**src/rtl/strobe_pkg.sv**
```systemverilog
package strobe_pkg;

  parameter int MAG_W  = 4;
  parameter int WORD_W = MAG_W + 2;
  parameter int VAL_W  = MAG_W + 1;

  typedef struct packed {
    logic             test;
    logic             late;
    logic [MAG_W-1:0] mag;
  } strobe_word_t;

  function automatic strobe_word_t to_word(input logic [WORD_W-1:0] raw);
    strobe_word_t w;
    w.test = raw[WORD_W-1];
    w.late = raw[WORD_W-2];
    w.mag  = raw[MAG_W-1:0];
    return w;
  endfunction

  function automatic logic signed [VAL_W-1:0] offset_of(input strobe_word_t w);
    logic signed [VAL_W-1:0] m;
    m = signed'({1'b0, w.mag});
    if (w.test) return '0;
    return w.late ? m : -m;
  endfunction

endpackage

```
**src/rtl/strobe_sync_bus.sv**
```systemverilog
module strobe_sync_bus #(
  parameter int W      = 3,
  parameter int STAGES = 2
) (
  input  logic         clk_i,
  input  logic         rst_ni,
  input  logic [W-1:0] async_i,
  output logic [W-1:0] sync_o
);
  logic [W-1:0] stage_q [STAGES];

  always_ff @(posedge clk_i or negedge rst_ni) begin
    if (!rst_ni) stage_q[0] <= '0;
    else         stage_q[0] <= async_i;
  end

  for (genvar s = 1; s < STAGES; s++) begin : g_stage
    always_ff @(posedge clk_i or negedge rst_ni) begin
      if (!rst_ni) stage_q[s] <= '0;
      else         stage_q[s] <= stage_q[s-1];
    end
  end

  assign sync_o = stage_q[STAGES-1];
endmodule

```
**src/rtl/strobe_shifter.sv**
```systemverilog
module strobe_shifter #(
  parameter int WORD_W = 6
) (
  input  logic              clk_i,
  input  logic              rst_ni,
  input  logic              sclk_i,
  input  logic              sdat_i,
  input  logic              lock_i,
  output logic              step_o,
  output logic [WORD_W-1:0] word_o
);
  logic              sclk_prev_q;
  logic [WORD_W-1:0] shift_q;

  assign step_o = sclk_i & ~sclk_prev_q & ~lock_i;

  always_ff @(posedge clk_i or negedge rst_ni) begin
    if (!rst_ni) begin
      sclk_prev_q <= 1'b0;
      shift_q     <= '0;
    end else begin
      sclk_prev_q <= sclk_i;
      if (step_o) shift_q <= {shift_q[WORD_W-2:0], sdat_i};
    end
  end

  assign word_o = shift_q;
endmodule

```
**src/rtl/strobe_latch.sv**
```systemverilog
module strobe_latch
  import strobe_pkg::*;
(
  input  logic              clk_i,
  input  logic              rst_ni,
  input  logic              lock_i,
  input  logic [WORD_W-1:0] shift_word_i,
  output logic              rise_o,
  output strobe_word_t      held_o,
  output logic              update_o
);
  logic         lock_prev_q;
  logic         upd_q;
  strobe_word_t held_q;

  assign rise_o = lock_i & ~lock_prev_q;

  always_ff @(posedge clk_i or negedge rst_ni) begin
    if (!rst_ni) begin
      lock_prev_q <= 1'b0;
      upd_q       <= 1'b0;
      held_q      <= '0;
    end else begin
      lock_prev_q <= lock_i;
      upd_q       <= rise_o;
      if (rise_o) held_q <= to_word(shift_word_i);
    end
  end

  assign held_o   = held_q;
  assign update_o = upd_q;
endmodule

```
**src/rtl/strobe_ctrl_reg.sv**
```systemverilog
module strobe_ctrl_reg
  import strobe_pkg::*;
#(
  parameter int SYNC_STAGES = 2
) (
  input  logic                    clk_i,
  input  logic                    rst_ni,
  input  logic                    shift_clk_i,
  input  logic                    shift_dat_i,
  input  logic                    lock_i,
  output logic [MAG_W-1:0]        strobe_mag_o,
  output logic                    strobe_late_o,
  output logic                    test_mode_o,
  output logic signed [VAL_W-1:0] strobe_val_o,
  output logic                    update_o
);
  localparam int N_SYNC = 3;

  logic [N_SYNC-1:0] sync_w;
  logic              sclk_w, sdat_w, lock_lvl_w;
  logic              shift_step_w, lock_rise_w;
  logic [WORD_W-1:0] shift_word_w;
  strobe_word_t      held_w;

  strobe_sync_bus #(.W(N_SYNC), .STAGES(SYNC_STAGES)) u_sync (
    .clk_i   (clk_i),
    .rst_ni  (rst_ni),
    .async_i ({lock_i, shift_dat_i, shift_clk_i}),
    .sync_o  (sync_w)
  );

  assign sclk_w     = sync_w[0];
  assign sdat_w     = sync_w[1];
  assign lock_lvl_w = sync_w[2];

  strobe_shifter #(.WORD_W(WORD_W)) u_shift (
    .clk_i  (clk_i),
    .rst_ni (rst_ni),
    .sclk_i (sclk_w),
    .sdat_i (sdat_w),
    .lock_i (lock_lvl_w),
    .step_o (shift_step_w),
    .word_o (shift_word_w)
  );

  strobe_latch u_latch (
    .clk_i        (clk_i),
    .rst_ni       (rst_ni),
    .lock_i       (lock_lvl_w),
    .shift_word_i (shift_word_w),
    .rise_o       (lock_rise_w),
    .held_o       (held_w),
    .update_o     (update_o)
  );

  assign strobe_mag_o  = held_w.mag;
  assign strobe_late_o = held_w.late;
  assign test_mode_o   = held_w.test;
  assign strobe_val_o  = offset_of(held_w);
endmodule

```
**config.mk**
```make
export PLATFORM = sky130hd
export DESIGN_NAME = strobe_ctrl_reg
export DESIGN_NICKNAME = d
export VERILOG_FILES = /design/src/rtl/strobe_pkg.sv /design/src/rtl/strobe_sync_bus.sv /design/src/rtl/strobe_shifter.sv /design/src/rtl/strobe_latch.sv /design/src/rtl/strobe_ctrl_reg.sv
export SDC_FILE = /design/constraint.sdc
export NUM_CORES = 1
export LEC_CHECK = 0
export BUFFER_PORTS_ARGS = -buffer_cell sky130_fd_sc_hd__buf_2
export CAP_MARGIN = 10
export CORE_AREA = 2 2 43 45
export DETAILED_ROUTE_END_ITERATION = 8
export DIE_AREA = 0 0 45 47
export PLACE_DENSITY = 0.8
export SLEW_MARGIN = 0
export SYNTH_ARGS = -nofsm -noshare
export SYNTH_HDL_FRONTEND = slang
export SYNTH_HIERARCHICAL = 1
export SYNTH_SLANG_ARGS = --single-unit
```
**constraint.sdc**
```tcl
create_clock -name clk_i -period 1.8 [get_ports clk_i]
set_input_delay 0.09 -clock clk_i [delete_from_list [all_inputs] [get_ports clk_i]]
set_output_delay 0.09 -clock clk_i [all_outputs]
set_load 0.02 [all_outputs]
```
==> run summary <==
syn_nets - 60
vias per inst - 5.18
Synth Warn # - 6
CP bufs+invs - 2
Setup TNS Final - 0 ns
LEAKAGE - 0.475 nW
final hold violations - 0
Post-synth EDFFs - 0
DRC Markers - 0
CTS tree - done
Worst Path Required - 1.71 ns
CP Launch Type - flop
Die Span Y - 47 um
vias - 471
syn_area_per_cell - 15.5 sq um
post-route ant nets - 0
overall power - 1.55 mW
largest area contributor in the netlist - dfrtp_1
WL/cell - 11.9 um
Yosys top cell area share - 0.629
I/O Buffers - 16
GRT Util Overall - 0.121
initial drt markers - 4
initial core utilization - 0.506
number of iterations in the first detailed-routing pass - 4
Site Rows - 15
status - finished, final reports clean
Async SR Flop Fraction - 1.00
CP endpoint kind - output pin
slowest stage delay, CP - 0.40 ns
cell count after synthesis - 54
mapped cell area - 836 sq um
slowest CP cell - dfrtp_1
top post-synthesis cells by area - dfrtp_1 (63%), mux2_4 (11%), mux2_2 (8.1%)
Hold Path Class - in -> async
post-synthesis sequential area ratio - 0.629
Setup Skew - 0.00332 ns
clock slew seen by the registers of the worst setup and hold paths - 0.10 ns
Max Freq - 592 MHz
total CTS buffers - 3
Worst-Margin Slew - 0.443 ns
most common cell in the netlist - dfrtp_1
Fill cells - 136
placed instance area - 903 sq um
Overflow after GRT - 0
vias in the first global route - 432
final net count - 81
diodes inserted - 0
area grow syn2layout - 16.0%
top cell family by delay on the critical path - flip-flops
top_reg_cell synth - dfrtp_1
peak supply drop - 0.820 mV
Die ar. - 0.00212 sq mm
Die X - 45 um
clock sink count - 21
multi-input logic area - 269 sq um
top cells by instance count after synthesis - dfrtp_1 (21), mux2_2 (6), mux2_4 (6)
post-synthesis register bit count - 21
Slew HR - 0.705
share of layout cells above drive strength 1 - 0.446
Tmin final - 1.69 ns
Routability Congestion - 0.740
Setup CP Type - reg -> out
largest net degree at the start of global routing - 22
io pins - 17
clock root buffer - clkbuf_4
period utilisation layout - 0.939
first-pass GRT wire length - 1780 um
CP Cell Sequence - inv_1 > ha_1 > or3_1 > a21oi_1 > buf_2
initial antenna violation count - 0
power per cell area - 1600 mW/mm^2
total of max-cap violations - 0
RSZ-0062 raised after global routing - no
CTS Buffer Depth - 2
final setup vio count - 0
design area - 970 sq um
routed wire length - 1080 um
crit path max fanout - 4
CTS HTree Levels - 1
worst skew pair latency - 0.29 ns
Slew Limit Fails - 0
Reg area - 526 sq um
worst endpoint data arrival time - 1.60 ns
Core Area - 0.00165 sq mm
Netlist cell types - 16
-- cell usage in the layout, fill, tap and decap left out, types with 2 or more instances in the layout --
cell type      count
buf_2             16
clkbuf_4           3
inv_1              2
mux2_4             6
dfrtp_1           21
nor2_1             3
dlygate4sd3_1      4
mux2_2             6
o21ai_0            2
or3_1              2
a21oi_1            2
-- stage by stage --
stage	std cells	util	setup slack, ns	hold WS (ns)
final	91	0.587	0.110	0.260
after global placement	83	0.547	0.463	0.0592
after CTS	91	0.587	0.0903	0.270
after floorplan	54	-	0.277	-0.206
after detailed placement	83	0.547	0.431	0.0653
after global routing	91	0.587	0.0187	0.291
-- cell type report --
class	instances	share of cell area
repair buffers	20	0.124
well taps	17	0.0219
multi-input cells	27	0.277
flip-flops and latches	21	0.542
inverters	2	0.00774
clock buffers	4	0.0271
-- kinds of logic after synthesis --
family | after synthesis | share of synthesized area
AO/OA/AOI/OAI | 5 | 0.0329
adder cells (fa/ha/maj) | 1 | 0.0150
buffers and inverters | 6 | 0.0494
flip-flops | 21 | 0.629
multiplexers | 13 | 0.201
AND/OR/NAND/NOR | 8 | 0.0733
-- path summary, 6_finish.rpt --
check	depth (start not counted)	start	to	slack, ns
max	5	u_latch/held_o[0]	strobe_val_o[2]	0.11
min	2	rst_ni	u_latch/update_o	0.26
max reg2reg	2	u_sync/sync_o[2]	u_shift/word_o[5]	0.54
min reg2reg	0	u_sync/stage_q[4]	u_sync/sync_o[1]	0.37
max in group asynchronous	2	rst_ni	u_shift/word_o[5]	1.24
min in group clk_i	0	u_sync/stage_q[4]	u_sync/sync_o[1]	0.37
-- registers in the layout (all words and copies together), names as in the netlist --
register and flops:
u_sync/stage_q 3, u_sync/sync_o 3, u_latch/held_o 6, u_shift/sclk_prev_q 1, u_shift/word_o 6, u_latch/lock_prev_q 1, u_latch/update_o 1
-- per-layer routing --
layer  up-vias  part of all wire  track usage
li1        226                 -            -
met1       223              0.45        0.142
met2        20              0.48        0.200
met3         2             0.059       0.0346
met4         0             0.013       0.0706
met5         -                 0            0
-- what timing repair did --
item,in CTS,in global routing
endpoints found under the hold margin,24,0
buffers inserted,0,0
hold buffers,4,0
resized for setup,0,0
-- where the power goes --
group,switching [mW],total (mW),internal (mW)
sequential,0.127,0.721,0.593
clock,0.124,0.211,0.0862
combinational,0.328,0.622,0.294
-- worst register-to-register path, cell delays in order, from the launching register on --
cell	delay [ns]
dfrtp_1	0.43
nor3b_4	0.34
mux2_2	0.38
Note: power is estimated with default switching activity, not from simulation.
